`config.mk`:
```
export PLATFORM = sky130hd
export DESIGN_NAME = rdp_access_ctrl
export DESIGN_NICKNAME = d
export VERILOG_FILES = /design/src/rtl/rdp_pkg.sv /design/src/rtl/rdp_level_fsm.sv /design/src/rtl/rdp_access_check.sv /design/src/rtl/rdp_resp.sv /design/src/rtl/rdp_access_ctrl.sv
export SDC_FILE = /design/constraint.sdc
export NUM_CORES = 1
export LEC_CHECK = 0
export BUFFER_PORTS_ARGS = -buffer_cell sky130_fd_sc_hd__buf_2
export CORE_MARGIN = 2
export CORE_UTILIZATION = 39
export CTS_CLUSTER_DIAMETER = 150
export CTS_CLUSTER_SIZE = 10
export DETAILED_ROUTE_END_ITERATION = 6
export GPL_ROUTABILITY_DRIVEN = 0
export GPL_TIMING_DRIVEN = 1
export PLACE_DENSITY_LB_ADDON = 0.3
export REMOVE_ABC_BUFFERS = 1
export SKIP_LAST_GASP = 1
export SLEW_MARGIN = 10
export SYNTH_ARGS = -nofsm -noshare
export SYNTH_HDL_FRONTEND = slang
export SYNTH_SLANG_ARGS = --single-unit
```
`constraint.sdc`:
```
create_clock -name clk -period 1.54 [get_ports clk]
set_input_delay 0 -clock clk [delete_from_list [all_inputs] [get_ports clk]]
set_output_delay 0 -clock clk [all_outputs]
set_load 0.005 [all_outputs]
```
`src/rtl/rdp_pkg.sv`:
```
package rdp_pkg;

    typedef enum logic [1:0] {
        LVL_OPEN      = 2'd0,
        LVL_READ_LOCK = 2'd1,
        LVL_CHIP_LOCK = 2'd2
    } prot_lvl_e;

    typedef enum logic [1:0] {
        ST_BOOT   = 2'd0,
        ST_IDLE   = 2'd1,
        ST_ERASE  = 2'd2,
        ST_COMMIT = 2'd3
    } ctl_state_e;

    localparam int REGION_W = 3;
    localparam int OP_W     = 2;

    localparam logic [REGION_W-1:0] RG_MAIN = 3'd0;
    localparam logic [REGION_W-1:0] RG_SYS  = 3'd1;
    localparam logic [REGION_W-1:0] RG_OPT  = 3'd2;
    localparam logic [REGION_W-1:0] RG_BKP  = 3'd3;
    localparam logic [REGION_W-1:0] RG_SRAM = 3'd4;

    localparam logic [OP_W-1:0] OP_READ  = 2'd0;
    localparam logic [OP_W-1:0] OP_WRITE = 2'd1;
    localparam logic [OP_W-1:0] OP_ERASE = 2'd2;

endpackage

```
`src/rtl/rdp_level_fsm.sv`:
```
module rdp_level_fsm
    import rdp_pkg::*;
#(
    parameter int              LVL_W     = 8,
    parameter logic [LVL_W-1:0] OPEN_CODE = 8'hA5,
    parameter logic [LVL_W-1:0] CHIP_CODE = 8'h3C
) (
    input  logic             clk,
    input  logic             rst_n,
    input  logic             opt_valid,
    input  logic [LVL_W-1:0] opt_level,
    input  logic             opt_erase_xo,
    input  logic             chg_req,
    input  logic [LVL_W-1:0] chg_level,
    input  logic             erase_done,
    output prot_lvl_e        level,
    output logic             busy,
    output logic             erase_req,
    output logic             erase_xo,
    output logic             aux_en
);

    function automatic prot_lvl_e decode_lvl(input logic [LVL_W-1:0] code);
        if (code == OPEN_CODE) return LVL_OPEN;
        if (code == CHIP_CODE) return LVL_CHIP_LOCK;
        return LVL_READ_LOCK;
    endfunction

    ctl_state_e state_q, state_d;
    prot_lvl_e  level_q, pend_q, req_lvl;
    logic       xo_cfg_q;
    logic       erase_ok_q;
    logic       accept;
    logic       downgrade;

    assign req_lvl   = decode_lvl(chg_level);
    assign accept    = chg_req && (level_q != LVL_CHIP_LOCK) && (req_lvl != level_q);
    assign downgrade = (level_q == LVL_READ_LOCK) && (req_lvl == LVL_OPEN);

    // state register
    always_ff @(posedge clk or negedge rst_n) begin
        if (!rst_n) state_q <= ST_BOOT;
        else        state_q <= state_d;
    end

    // next state
    always_comb begin
        state_d = state_q;
        unique case (state_q)
            ST_BOOT:   if (opt_valid)  state_d = ST_IDLE;
            ST_IDLE:   if (accept)     state_d = downgrade ? ST_ERASE : ST_COMMIT;
            ST_ERASE:  if (erase_done) state_d = ST_COMMIT;
            ST_COMMIT:                 state_d = ST_IDLE;
        endcase
    end

    // level, pending level and erase configuration
    always_ff @(posedge clk or negedge rst_n) begin
        if (!rst_n) begin
            level_q    <= LVL_CHIP_LOCK;
            pend_q     <= LVL_CHIP_LOCK;
            xo_cfg_q   <= 1'b0;
            erase_ok_q <= 1'b0;
        end else begin
            unique case (state_q)
                ST_BOOT: if (opt_valid) begin
                    level_q  <= decode_lvl(opt_level);
                    xo_cfg_q <= opt_erase_xo;
                end
                ST_IDLE: if (accept) pend_q <= req_lvl;
                ST_ERASE: if (erase_done) erase_ok_q <= 1'b1;
                ST_COMMIT: begin
                    level_q    <= pend_q;
                    erase_ok_q <= 1'b0;
                end
            endcase
        end
    end

    // outputs
    always_comb begin
        level     = level_q;
        busy      = (state_q != ST_IDLE);
        erase_req = (state_q == ST_ERASE);
        erase_xo  = (state_q == ST_ERASE) && xo_cfg_q;
        aux_en    = (state_q != ST_BOOT) && (level_q != LVL_CHIP_LOCK);
    end


    lvl2_hold_chk: assert property (@(posedge clk) disable iff (!rst_n)
        (state_q != ST_BOOT && level_q == LVL_CHIP_LOCK) |=> level_q == LVL_CHIP_LOCK);


    erase_gate_chk: assert property (@(posedge clk) disable iff (!rst_n)
        ($past(level_q) == LVL_READ_LOCK && level_q == LVL_OPEN) |-> $past(erase_ok_q));


    erase_hold_chk: assert property (@(posedge clk) disable iff (!rst_n)
        (erase_req && !erase_done) |=> erase_req);


    busy_ignore_chk: assert property (@(posedge clk) disable iff (!rst_n)
        (state_q == ST_ERASE && chg_req && !erase_done) |=> state_q == ST_ERASE);

endmodule

```
`src/rtl/rdp_access_check.sv`:
```
module rdp_access_check
    import rdp_pkg::*;
(
    input  prot_lvl_e             level,
    input  logic                  busy,
    input  logic                  ctx_debug,
    input  logic                  ctx_ram_boot,
    input  logic                  ctx_loader,
    input  logic [REGION_W-1:0]   region,
    input  logic [OP_W-1:0]       op,
    output logic                  allow,
    output logic                  rd_op
);

    logic restricted;
    logic wr_op;

    always_comb begin
        restricted = ctx_debug | ctx_ram_boot | ctx_loader;
        rd_op      = (op == OP_READ);
        wr_op      = (op == OP_WRITE) || (op == OP_ERASE);
        allow      = 1'b0;
        if (!busy && (rd_op || wr_op)) begin
            unique case (level)
                LVL_OPEN: begin
                    case (region)
                        RG_MAIN, RG_OPT, RG_BKP, RG_SRAM: allow = 1'b1;
                        RG_SYS:                           allow = rd_op;
                        default:                          allow = 1'b0;
                    endcase
                end
                LVL_READ_LOCK: begin
                    case (region)
                        RG_MAIN, RG_BKP, RG_SRAM: allow = !restricted;
                        RG_OPT:                   allow = 1'b1;
                        RG_SYS:                   allow = rd_op;
                        default:                  allow = 1'b0;
                    endcase
                end
                LVL_CHIP_LOCK: begin
                    if (!restricted) begin
                        case (region)
                            RG_MAIN, RG_BKP, RG_SRAM: allow = 1'b1;
                            RG_OPT, RG_SYS:           allow = rd_op;
                            default:                  allow = 1'b0;
                        endcase
                    end
                end
                default: allow = 1'b0;
            endcase
        end
    end

endmodule

```
`src/rtl/rdp_resp.sv`:
```
module rdp_resp #(
    parameter int DATA_W = 32
) (
    input  logic              clk,
    input  logic              rst_n,
    input  logic              acc_valid,
    input  logic              allow,
    input  logic              rd_op,
    input  logic [DATA_W-1:0] mem_rdata,
    output logic              rsp_valid,
    output logic              rsp_grant,
    output logic [DATA_W-1:0] rsp_rdata,
    output logic              err_flag
);

    always_ff @(posedge clk or negedge rst_n) begin
        if (!rst_n) begin
            rsp_valid <= 1'b0;
            rsp_grant <= 1'b0;
            rsp_rdata <= '0;
            err_flag  <= 1'b0;
        end else begin
            rsp_valid <= acc_valid;
            rsp_grant <= acc_valid && allow;
            rsp_rdata <= (acc_valid && allow && rd_op) ? mem_rdata : '0;
            if (acc_valid && !allow) err_flag <= 1'b1;
        end
    end


    deny_zero_chk: assert property (@(posedge clk) disable iff (!rst_n)
        (rsp_valid && !rsp_grant) |-> rsp_rdata == '0);


    deny_flag_chk: assert property (@(posedge clk) disable iff (!rst_n)
        (rsp_valid && !rsp_grant) |-> err_flag);


    err_sticky_chk: assert property (@(posedge clk) disable iff (!rst_n)
        err_flag |=> err_flag);

endmodule

```
`src/rtl/rdp_access_ctrl.sv`:
```
module rdp_access_ctrl
    import rdp_pkg::*;
#(
    parameter int               LVL_W     = 8,
    parameter logic [LVL_W-1:0] OPEN_CODE = 8'hA5,
    parameter logic [LVL_W-1:0] CHIP_CODE = 8'h3C,
    parameter int               DATA_W    = 32
) (
    input  logic                clk,
    input  logic                rst_n,
    input  logic                opt_valid,
    input  logic [LVL_W-1:0]    opt_level,
    input  logic                opt_erase_xo,
    input  logic                chg_req,
    input  logic [LVL_W-1:0]    chg_level,
    input  logic                erase_done,
    output logic                erase_req,
    output logic                erase_xo,
    output logic [1:0]          prot_level,
    output logic                busy,
    output logic                aux_entry_en,
    input  logic                ctx_debug,
    input  logic                ctx_ram_boot,
    input  logic                ctx_loader,
    input  logic                acc_valid,
    input  logic [REGION_W-1:0] acc_region,
    input  logic [OP_W-1:0]     acc_op,
    input  logic [DATA_W-1:0]   mem_rdata,
    output logic                rsp_valid,
    output logic                rsp_grant,
    output logic [DATA_W-1:0]   rsp_rdata,
    output logic                err_flag
);

    prot_lvl_e level;
    logic      allow;
    logic      rd_op;

    rdp_level_fsm #(
        .LVL_W     (LVL_W),
        .OPEN_CODE (OPEN_CODE),
        .CHIP_CODE (CHIP_CODE)
    ) u_fsm (
        .clk          (clk),
        .rst_n        (rst_n),
        .opt_valid    (opt_valid),
        .opt_level    (opt_level),
        .opt_erase_xo (opt_erase_xo),
        .chg_req      (chg_req),
        .chg_level    (chg_level),
        .erase_done   (erase_done),
        .level        (level),
        .busy         (busy),
        .erase_req    (erase_req),
        .erase_xo     (erase_xo),
        .aux_en       (aux_entry_en)
    );

    rdp_access_check u_chk (
        .level        (level),
        .busy         (busy),
        .ctx_debug    (ctx_debug),
        .ctx_ram_boot (ctx_ram_boot),
        .ctx_loader   (ctx_loader),
        .region       (acc_region),
        .op           (acc_op),
        .allow        (allow),
        .rd_op        (rd_op)
    );

    rdp_resp #(
        .DATA_W (DATA_W)
    ) u_resp (
        .clk       (clk),
        .rst_n     (rst_n),
        .acc_valid (acc_valid),
        .allow     (allow),
        .rd_op     (rd_op),
        .mem_rdata (mem_rdata),
        .rsp_valid (rsp_valid),
        .rsp_grant (rsp_grant),
        .rsp_rdata (rsp_rdata),
        .err_flag  (err_flag)
    );

    assign prot_level = level;


    dbg_block_chk: assert property (@(posedge clk) disable iff (!rst_n)
        (acc_valid && level == LVL_READ_LOCK && (ctx_debug || ctx_ram_boot || ctx_loader)
         && (acc_region == RG_MAIN || acc_region == RG_BKP || acc_region == RG_SRAM))
        |=> (rsp_valid && !rsp_grant));


    busy_deny_chk: assert property (@(posedge clk) disable iff (!rst_n)
        (acc_valid && busy) |=> (rsp_valid && !rsp_grant));

endmodule

```
---- Word level (Yosys, flattened, before mapping) ----
Cells that the tools add are included.
storage, ports and cells
  output and inout port bits .............. 41
  word-level logic and storage cells ...... 91
  input port bits ......................... 63
  register bits after elaboration ......... 42
operators by class
  reduce and logical (&&, ||, !) cells .... 28
  bitwise logic cells ..................... 2
  multiplexer cells ....................... 32
  eq/ne operators ......................... 21
operators by type and width
  kind                                           count
  two-way mux 32 bit                             1
  two-way mux 2 bit                              12
  == test 8 x 6 -> 1 bit, second input constant  2
  == test 8 bit, second input constant           2
  two-way mux 1 bit                              13
  logical AND 1 bit                              9
  == test 2 bit, second input constant           4
  zero test 2 bit                                4
  case mux 2 bit (4 select lines)                1
  == test 2 x 1 -> 1 bit, second input constant  3
  == test 3 x 2 -> 1 bit, second input constant  2
  != test 2 bit, second input constant           3
  case mux 1 bit (3 select lines)                2
  AND reduction 2 bit                            3
  != test 2 x 1 -> 1 bit, second input constant  2
  case mux 1 bit (2 select lines)                2
  case mux 2 bit (2 select lines)                1
  nonzero test 2 bit                             2
  OR reduction 4 bit                             1
  == test 3 x 1 -> 1 bit, second input constant  1
  == test 3 bit, second input constant           1
  zero test 1 bit                                3
  zero test 3 bit                                1
  AND reduction 3 bit                            1
  other kinds (5)                                7

---- Depth between registers and ports, before layout ----
Gate-level depths: netlist (run 1).
  word-level depth ........................ 11
  gate-level depth with buffers ........... 7
  mapped depth without buffers ............ 7

---- Modules after synthesis ----
Synthesis (run 1) repeated with hierarchy kept, for this count alone.
unflattened totals
  cells, all modules ...................... 147
  area total of the unflattened synthesis .. 1778.0 µm²
by module, submodules not included
  module            area each (µm²)  cells an instance  instances  sequential area each (µm²)
  rdp_resp          1154.9           77                 1          875.8
  rdp_level_fsm     553.0            60                 1          177.7
  rdp_access_check  70.1             10                 1          0.0

---- Worst setup path after synthesis (run 1) ----
OpenSTA, ideal clock, no wires.
  path kind ............................... reg-to-reg
  from .................................... register u_fsm.state_q[0]
  to ...................................... register u_fsm.state_q[0]
  library setup time ...................... 0.134 ns
  period minus slack after synthesis ...... 1.661 ns
  arrival time ............................ 1.527 ns
  required time ........................... 1.406 ns
  path slack .............................. -0.121 ns
  stages on the path, launching flop included .. 7
  buffers on the path ..................... 0
  cells stage by stage .................... dfrtp_1 inv_1 ha_1 nor2b_1 or3b_2 a31oi_1 a32oi_1
on the way
  word-level cells in the longest chain between the ends .. 3
  elaborated cells on any way between the ends .. 9
  classes of those cells .................. eq/ne: 6; mux: 1; reduce/logical: 2
ends and longest elaborated chain
  item                                                                      line                 RTL
  from (decl)                                                               rdp_level_fsm.sv:29  ctl_state_e state_q, state_d;
  from (signal assigned)                                                    rdp_level_fsm.sv:43  else state_q <= state_d;
  == test 2 x 1 -> 1 bit (tied with other cells)                            rdp_level_fsm.sv:49  unique case (state_q)
  != test 2 x 1 -> 1 bit (no source line) or != test 2 bit (tied branches)  --
  AND reduction 3 bit (no source line)                                      --
Several ways; a longest one is shown, not always the timed one.
A chain may end at the register's enable or synchronous reset.

---- Worst setup path in the final report (run 1) ----
  from .................................... register u_fsm.state_q[1]
  to ...................................... register u_resp.rsp_rdata[6]
on the way
  word-level cells in the longest chain between the ends .. 7
ends and longest elaborated chain
  item                            line                    RTL
  != test 2 x 1 -> 1 bit          rdp_level_fsm.sv:83     busy = (state_q != ST_IDLE);
  zero test 1 bit                 rdp_access_check.sv:23  if (!busy && (rd_op || wr_op)) begin
  logical AND 1 bit               rdp_access_check.sv:23
  two-way mux 1 bit               rdp_access_check.sv:23
  logical AND 1 bit (2 in a row)  rdp_resp.sv:25          rsp_rdata <= (acc_valid && allow && rd_op) ? mem_rdata : '0;
  two-way mux 32 bit              rdp_resp.sv:25
  to (signal assigned)            rdp_resp.sv:25
  to (decl)                       rdp_resp.sv:12          output logic [DATA_W-1:0] rsp_rdata,
No other way between the ends.

==> impl_metrics.yaml, run 1 <==
worst_setup_path:
  end_kind: "flip-flop"
  crit_arrival_ns: 1.88
  path_max_fanout: 8
  path_buf_inv: 3
  path_class: "flip-flop to flip-flop"
  path_delay_family: "simple AND/OR/NAND/NOR gates"
  reg2reg_slack_ns: -0.12
  max_stage_delay_ns: 0.41
  cp.required_ns: 1.76
  path_cells: "inv_2 > ha_4 > and3_4 > o211ai_4 > nor4_4 > buf_6 > buf_12 > and2_1"
  start_kind: "flip-flop"
  worst_path_max_delay_cell: "dfrtp_1"
yosys:
  ys.flop_type: "dfrtp_1"
  yosys-top-cells-area: "dfrtp_1 (56%), and2_1 (12%), dfstp_2 (3.0%)"
  synth.avg_cell_area_sq_um: 11.8
  synth_cells: 150
  synth-edff-count: 0
  synth_cell_types: 41
  async_flop_share_pct: 100
  post-synth-top-area-cell: "dfrtp_1"
  synth_seq_cells: 42
  yosysTopAreaCellShare_pct: 56.4
  syn_area_sq_um: 1780
  ys_seq_area_share_pct: 59.3
  synth_warnings: 0
drt:
  drt_iter0_drc: 58
  ant_nets: 0
  first_pass_iters: 4
  dr_total_vias: 1748
  wl_microns: 5300
  avgViaCountPerCell: 4.74
  wl_per_cell_microns: 14.4
  drc_errors: 0
flow_run:
  drv_cap: 0
final_layout:
  diodes: 0
  stdcell_count: 369
  fin_util_pct: 71.5
  layout-drive-gt1-share_pct: 51.4
  area_delta_synth_final_pct: 76.7
  nets: 383
  regArea_sq_um: 1050
  fill_cells: 342
  multiInputGateArea_sq_um: 759
floorplanning:
  start_util_pct: 40.5
  die_area_sq_um: 5110
  die_h_microns: 71.5
  die_w_microns: 71.5
  rows: 24
  core-area_sq_um: 4380
  ios: 104
status:
  outcome: "finished with violations"
  violations: "negative setup slack"
sta:
  grt_setup_unrepaired: "yes"
  fmax_ghz: 0.601
  fin_ws_ns: -0.123
  fin_crit_ns: 1.66
  worst_slew_pin_slew_ns: 0.467
  finalSetupViolCount: 34
  skew_ns: 0.00805
  slew_violations: 0
  hold_violations: 0
  relSlewSlack_pct: 68.8
  post-route-period-util_pct: 108
pwr:
  power_density_nw_per_um2: 651
  power.total_mw: 2.04
  vdd_drop_max_v: 0.000517
  leakagePower_nw: 1.68
clock_tree:
  clkSinkCount: 42
  path_clk_slew_ns: 0.08
  cts_buffer_depth: 2
  cts-htree-levels: 2
  cts_root_buffer: "clkbuf_8"
  clk_latency_ns: 0.29
  cts-buffers-inserted: 5
  cts_tree: "done"
grt:
  grt_overflow: 0
  grt_pass1_wl_microns: 8030
  antenna_found_initial: 0
  track_usage_pct: 20.5
  first_global_vias: 1751
  grt_max_degree: 33
place:
  port_buffers: 103
  place_hpwl_microns: 3130
  placed_cells: 316
min_path:
  hold_class: "input port to flip-flop"
## worst reg2reg max path, delay by kind of cell (launching register included)
family / cells / cell delay (ns)
flops: 1 / 0.41
simple gates: 3 / 0.57
compound gates: 1 / 0.08
fa+ha+maj: 1 / 0.15
buf+inv: 3 / 0.40
## layout by cell type (no fill, tap or decap), types with 5 or more instances in the layout
master         synthesis  final
buf_2                  1    103
dlygate4sd3_1          0     39
and2_1                33     22
and2_4                 0     11
nor2_1                 9      8
inv_1                  7      6
dfrtp_1               40     40
clkbuf_8               0      5
nand2_1                5      5
buf_4                  0     15
## metrics by stage
| step | instance area [sq um] | hold WS, ns | setup slack [ns] | setup TNS, ns |
|---|---|---|---|---|
| finish | 3140 | 0.0405 | -0.123 | -3.24 |
| global route | 3140 | 0.0655 | -0.165 | -5.08 |
| CTS | 2980 | 0.0166 | -0.0805 | -2.08 |
| detailed placement | 2470 | -0.0159 | -0.167 | -2.56 |
| global placement | 2470 | -0.0265 | -0.0773 | -1.90 |
| floorplan | 1740 | -0.296 | -0.264 | -8.62 |
## cells in the mapped netlist, drive strengths merged (2+ instances only)
library cell	count
dfstp	2
a21o	2
dfrtp	40
and4bb	3
buf	2
a21oi	3
nor2	9
o21ai	6
nor3	2
nor4	2
ha	4
nor2b	2
clkbuf	3
nor4bb	2
and2	33
o21a	2
inv	7
a31oi	4
nand2	5
## layer usage
layer / track usage [%] / share of wire [%] / vias up / wire [microns]
met5: 0 / 0 / - / 0
met4: 6.29 / 1.2 / 0 / 66
met3: 7.45 / 7.4 / 6 / 391
met2: 35.4 / 53 / 72 / 2800
met1: 23.8 / 39 / 827 / 2050
li1: - / - / 843 / -
## cells by family (layout without fill, tap and decap cells)
logic type                 count (synthesis)  count (layout)  share of synthesized area, %
buffers and inverters                     12             179                          3.24
AOI/OAI and AO/OA                         26              26                          10.5
DFF                                       42              42                          59.3
adders and majority gates                  4               4                          2.82
muxes                                      1               1                         0.634
and+or+nand+nor                           64              64                          23.0
xor gates and xnor gates                   1               1                         0.493
## state kept, by name (all words and copies together) (netlist names)
signal and cells:
u_resp.err_flag 1, u_fsm.xo_cfg_q 1, u_fsm.state_q 2, u_resp.rsp_rdata 32, u_fsm.pend_q 2, u_fsm.level 2, u_resp.rsp_grant 1, u_resp.rsp_valid 1
## report_power, final
part	switching, mW	internal [mW]	leakage, nW	total [mW]
combinational	0.0843	0.149	1.07	0.233
sequential	0.00114	1.11	0.567	1.11
clock	0.385	0.318	0.0441	0.704
total	0.471	1.57	1.68	2.04
## layout make-up
type | count | share of cell area, %
multi-input cells | 96 | 24.2
clock inverters | 3 | 0.678
repair buffers | 164 | 36.4
well taps | 52 | 2.07
flip-flops and latches | 42 | 33.6
clock buffers | 5 | 2.19
inverters | 7 | 0.838
## worst paths after layout
check	from	end	cells past startpoint
min reg2reg	u_resp.err_flag	u_resp.err_flag	1
min in group asynchronous	rst_n	u_resp.rsp_rdata[26]	2
max reg2reg	u_fsm.state_q[1]	u_resp.rsp_rdata[6]	8
max	u_fsm.state_q[1]	u_resp.rsp_rdata[6]	8
max in group asynchronous	rst_n	u_fsm.pend_q[1]	3
min	opt_level[2]	u_fsm.level[1]	5
## repair_timing
item | in CTS | in global routing
endpoints found under the hold margin | 55 | 0
gates cloned | 0 | 3
hold buffers | 39 | 0
gates resized for setup | 4 | 24
buffers inserted | 1 | 2
pin swaps | 0 | 14
endpoints found under the setup margin | 34 | 35
No activity file was read; power rests on OpenSTA's default activity.
==> run 2, diff against run 1 <==
--- a/config.mk
+++ b/config.mk
@@ -6,8 +6,8 @@
 export NUM_CORES = 1
 export LEC_CHECK = 0
 export BUFFER_PORTS_ARGS = -buffer_cell sky130_fd_sc_hd__buf_2
-export CORE_MARGIN = 2
-export CORE_UTILIZATION = 39
+export CORE_MARGIN = 1.5
+export CORE_UTILIZATION = 40
 export CTS_CLUSTER_DIAMETER = 150
 export CTS_CLUSTER_SIZE = 10
 export DETAILED_ROUTE_END_ITERATION = 6
==> constraint.sdc (replaced) <==
create_clock -name clk -period 1.8 [get_ports clk]
set_input_delay 0 -clock clk [delete_from_list [all_inputs] [get_ports clk]]
set_output_delay 0 -clock clk [all_outputs]
set_load 0.005 [all_outputs]
==> run 2 against run 1 <==
The flow now finishes without violations. Clock-buffer cell count is the same. Global-route usage shrank 1.8 points. Cell count shrank 3.8%. Critical path depth is the same.
==> impl_metrics.yaml, run 2 (synthesis gave the netlist of run 1 again) <==
clock_tree:
  path_clk_slew_ns: 0.08
  cts_root_buffer: "clkbuf_8"
  clkSinkCount: 42
  clk_latency_ns: 0.29
  cts_buffer_depth: 2
  cts-htree-levels: 2
  cts_tree: "done"
  cts-buffers-inserted: 5
pwr:
  leakagePower_nw: 1.61
  power.total_mw: 2.01
  power_density_nw_per_um2: 676
  vdd_drop_max_v: 0.000566
final_layout:
  fill_cells: 326
  mostFrequentLayoutCells: "buf_2 (103), dfrtp_1 (40), dlygate4sd3_1 (39), and2_1 (33), nor2_1 (9)"
  nets: 369
  top_register: "u_resp.rsp_rdata"
  diodes: 0
  layout-drive-gt1-share_pct: 43.2
  largest_reg_flops: 32
  layout_commonest_cell: "buf_2"
  area_delta_synth_final_pct: 67.4
  stdcell_count: 355
sta:
  slew_violations: 0
  post-route-period-util_pct: 96.0
  worst_slew_pin_slew_ns: 0.523
  finalSetupViolCount: 0
  hold_slack_ns: 0.0374
  fmax_ghz: 0.579
  fin_crit_ns: 1.73
  skew_ns: 0.00489
  relSlewSlack_pct: 65.2
  hold_violations: 0
floorplanning:
  die_area_sq_um: 4850
  core-area_sq_um: 4320
  rows: 24
  die_h_microns: 69.6
  start_util_pct: 41.1
  ios: 104
  die_w_microns: 69.6
min_path:
  hold_class: "input port to flip-flop"
drt:
  dr_total_vias: 1678
  first_pass_iters: 4
  wl_per_cell_microns: 13.5
  wl_microns: 4790
  drt_iter0_drc: 66
  drc_errors: 0
  ant_nets: 0
  avgViaCountPerCell: 4.73
grt:
  track_usage_pct: 18.7
  antenna_found_initial: 0
  grt_pass1_wl_microns: 7200
  grt_max_degree: 43
  first_global_vias: 1592
  grt_overflow: 0
place:
  placed_cells: 304
  port_buffers: 103
  place_hpwl_microns: 2880
worst_setup_path:
  max_stage_delay_ns: 0.42
  path_class: "flip-flop to flip-flop"
  path_max_fanout: 16
  end_kind: "flip-flop"
  worst_path_max_delay_cell: "dfrtp_1"
  path_cells: "inv_2 > ha_4 > and3_1 > o211ai_2 > nor4_4 > buf_4 > clkbuf_16 > and2_1"
  reg2reg_slack_ns: 0.07
  start_kind: "flip-flop"
  crit_arrival_ns: 1.96
  cp.required_ns: 2.03
status:
  outcome: "finished, final reports clean"
flow_run:
  drv_cap: 0
[run 2: changes by cell type in the layout (fill, tap and decap cells not counted), sizes merged]
cell	before	now
clkinvlp	1	0
buf	123	110
clkinv	2	1
clkbuf	7	6
bufinv	0	2
[run 2: cell type report]
| class | instances | area (sq um) | share of cell area, % |
|---|---|---|---|
| clock buffer | 5 | 68.8 | 2.31 |
| clock inverter | 3 | 68.8 | 2.31 |
| inverter | 7 | 26.3 | 0.884 |
| multi-input combinational | 96 | 694 | 23.4 |
| sequential | 42 | 1050 | 35.4 |
| tap | 52 | 65.1 | 2.19 |
| timing repair buffer | 150 | 996 | 33.5 |
[run 2: repair_timing]
item / in CTS / in global routing
cloned: 0 / 1
buffers inserted: 1 / 2
pin swaps: 0 / 1
gates resized for setup: 2 / 4
endpoints found under the setup margin: 1 / 33
hold endpoints to repair: 76 / 0
hold buffers: 39 / 0
[run 2: worst paths after layout]
path                                        end  depth (start not counted)              from
max                         u_resp.rsp_rdata[9]                          8  u_fsm.state_q[1]
min                              u_fsm.level[1]                          5      opt_level[2]
max reg2reg                 u_resp.rsp_rdata[9]                          8  u_fsm.state_q[1]
min reg2reg                     u_resp.err_flag                          1   u_resp.err_flag
max in group asynchronous        u_fsm.level[1]                          3             rst_n
min in group asynchronous  u_resp.rsp_rdata[16]                          3             rst_n
[run 2: stage by stage]
step	utilization [%]	setup slack, ns	TNS, ns	cell area (sq um)
2_1_floorplan	-	-0.00434	-0.139	1740
3_3_place_gp	54.7	0.113	0	2370
3_5_place_dp	54.7	-0.0193	-0.0193	2370
4_1_cts	67.5	0.00878	0	2920
5_1_grt	68.8	-0.0161	-0.158	2970
6_report	68.8	0.0727	0	2970
[run 2: critical path, delay by kind of cell, from the launching register on]
| family | cells | cell delay, ns |
|---|---|---|
| AO/OA/AOI/OAI | 1 | 0.12 |
| adder cells (fa/ha/maj) | 1 | 0.16 |
| buffers and inverters | 3 | 0.44 |
| flip-flops | 1 | 0.42 |
| AND/OR/NAND/NOR | 3 | 0.52 |
[run 2: per-layer routing]
layer / global-route usage (%) / part of all wire (%)
met1: 22.2 / 39
met2: 31.3 / 50
met3: 6.83 / 9.6
met4: 6.62 / 1.3
met5: 0 / 0
[run 2: where the power goes]
part           switching (mW)  internal (mW)  total, mW
clock                   0.322          0.556      0.877
combinational          0.0657          0.119      0.185
sequential           0.000704          0.946      0.947
total                   0.388           1.62       2.01
==> run 3, diff against run 2 <==
--- a/config.mk
+++ b/config.mk
@@ -11,9 +11,8 @@
 export CTS_CLUSTER_DIAMETER = 150
 export CTS_CLUSTER_SIZE = 10
 export DETAILED_ROUTE_END_ITERATION = 6
-export GPL_ROUTABILITY_DRIVEN = 0
 export GPL_TIMING_DRIVEN = 1
-export PLACE_DENSITY_LB_ADDON = 0.3
+export PLACE_DENSITY = 0.74
 export REMOVE_ABC_BUFFERS = 1
 export SKIP_LAST_GASP = 1
 export SLEW_MARGIN = 10
==> run 3 against run 2 <==
Register-to-register slack got worse by 0.02 ns. Via count is 1.8% higher. Critical path depth decreased by 2. Combinational power hardly changed. Sequential share of layout area rose by 0.53 points. Setup slack lost 0.019 ns. First-iteration DRC count decreased by 7.6%. Cell count down 0.56%. Worst hold slack gained 0.026 ns. Non-clock buffer count is 2 lower. Critical endpoint is now u_fsm.state_q[0]. Largest power group unchanged.
==> impl_metrics.yaml, run 3 (synthesis gave the netlist of run 1 again) <==
grt:
  use_met2_pct: 33.4
  grt_max_degree: 43
  grt_overflow: 0
  met1_usage_pct: 22.9
  track_usage_pct: 20.7
  grt_busiest_layer: "met2"
  first_global_vias: 1789
  antenna_found_initial: 0
  use_met3_pct: 8.58
  grt_pass1_wl_microns: 7910
worst_setup_path:
  end_kind: "flip-flop"
  timing.rr.start: "u_fsm.state_q[1]"
  r2r_end: "u_fsm.state_q[0]"
  path_class: "flip-flop to flip-flop"
  cp.required_ns: 1.95
  crit_arrival_ns: 1.89
  start_kind: "flip-flop"
  path_max_fanout: 4
  startpoint: "u_fsm.state_q[1]"
  cp-endpoint: "u_fsm.state_q[0]"
  reg2reg_depth: 6
  reg2reg_slack_ns: 0.05
pwr:
  p_seq_share_pct: 54.1
  switchingPower_uw: 378
  vdd_drop_max_v: 0.000613
  p_clk_share_pct: 35.2
  intPower_mw: 1.37
  leakagePower_nw: 1.58
  comb_power_share_pct: 10.8
  swShare_pct: 21.6
  power_density_nw_per_um2: 598
final_layout:
  regArea_sq_um: 1050
  stdcell_count: 353
  fill_cells: 327
  multiInputGateArea_sq_um: 708
  layout-drive-gt1-share_pct: 43.2
  largest_reg_flops: 32
  fin_util_pct: 67.7
  layout_commonest_cell: "buf_2"
  mostFrequentLayoutCells: "buf_2 (103), dfrtp_1 (40), dlygate4sd3_1 (39), and2_1 (33), nor2_1 (9)"
  top_register: "u_resp.rsp_rdata"
  nets: 367
  area_delta_synth_final_pct: 65.0
  diodes: 0
floorplanning:
  die_h_microns: 69.6
  ios: 104
  die_w_microns: 69.6
  core-area_sq_um: 4320
  start_util_pct: 41.1
  die_area_sq_um: 4850
  rows: 24
sta:
  skew_ns: 0.00685
  slew_violations: 0
  relSlewSlack_pct: 41.7
  finalSetupViolCount: 0
  hold_violations: 0
  fmax_ghz: 0.573
  post-route-period-util_pct: 97.0
  fin_crit_ns: 1.75
  grt_setup_unrepaired: "no"
  hold_slack_ns: 0.0632
  worst_slew_pin_slew_ns: 0.875
drt:
  wl_per_cell_microns: 14.4
  drc_errors: 0
  avgViaCountPerCell: 4.84
  drt_iter0_drc: 61
  dr_total_vias: 1708
  wl_microns: 5080
  ant_nets: 0
  first_pass_iters: 4
status:
  outcome: "finished, final reports clean"
clock_tree:
  cts-htree-levels: 2
  cts-buffers-inserted: 5
  clkSinkCount: 42
  cts_tree: "done"
  cts_buffer_depth: 2
  path_clk_slew_ns: 0.08
  cts_root_buffer: "clkbuf_8"
  clk_latency_ns: 0.29
flow_run:
  drv_cap: 0
min_path:
  hold_class: "input port to flip-flop"
place:
  port_buffers: 103
  place_hpwl_microns: 2930
  placed_cells: 302
  place.gp.congestion: 0.857
==> run 3: cell types whose count changed in the layout (fill, tap and decap cells not counted), sizes merged <==
cell      change
buf           -2
clkinvlp      +1
bufinv        -2
clkbuf        +1
==> run 3: how the worst min path moves through the flow <==
| stage | cells past startpoint | slack, ns | endpoint | from |
|---|---|---|---|---|
| floorplan | 0 | -0.30 | u_fsm.level[0] | rst_n |
| global placement | 1 | 0.14 | u_resp.rsp_valid | acc_valid |
| detailed placement | 1 | 0.14 | u_resp.rsp_valid | acc_valid |
| CTS | 5 | 0.04 | u_fsm.level[1] | opt_level[2] |
| global route | 5 | 0.11 | u_fsm.level[1] | opt_level[2] |
| finish | 5 | 0.06 | u_fsm.level[1] | opt_level[2] |
==> run 3: power by group through the flow <==
stage / combinational [mW] / clock [mW] / sequential, mW
final: 0.188 / 0.617 / 0.947
after global routing: 0.206 / 0.673 / 0.947
after CTS: 0.179 / 0.640 / 0.947
after detailed placement: 0.116 / 0 / 0.965
after global placement: 0.114 / 0 / 0.965
after floorplan: 0.0217 / 0 / 0.966
==> run 3: repair_timing <==
action / in CTS / in global routing
hold buffers: 39 / 0
gates resized for setup: 1 / 7
pin swaps: 0 / 1
hold endpoints to repair: 76 / 0
setup endpoints to repair: 1 / 34
buffers inserted: 0 / 3
gates cloned: 0 / 1
==> run 3: cell type report <==
class	instances	area share, %
Sequential cell	42	36.0
Tap cell	52	2.22
Clock buffer	6	2.82
Multi-Input combinational cell	96	24.2
Clock inverter	2	0.427
Timing Repair Buffer	148	33.5
Inverter	7	0.897
==> run 3: per-stage QoR <==
stage | TNS, ns | total power [mW] | setup WS [ns] | area, sq um
after floorplan | -0.139 | 0.988 | -0.00434 | 1740
after global placement | 0 | 1.08 | 0.0801 | 2350
after detailed placement | -0.0110 | 1.08 | -0.0110 | 2350
after CTS | 0 | 1.77 | 0.00509 | 2840
after global routing | 0 | 1.83 | 0.00735 | 2930
final | 0 | 1.75 | 0.0541 | 2930
==> run 3: metal layers <==
layer	vias to the layer above	wire length, microns
li1	809	-
met1	774	1960
met2	104	2350
met3	21	571
met4	0	199
met5	-	0
==> run 3: worst max-delay path, cell delays in order (launching register included) <==
cell and delay, ns:
dfrtp_1 0.41, inv_2 0.07, ha_1 0.22, nor2b_1 0.18, or3b_4 0.41, a31oi_4 0.17, a32oi_1 0.14
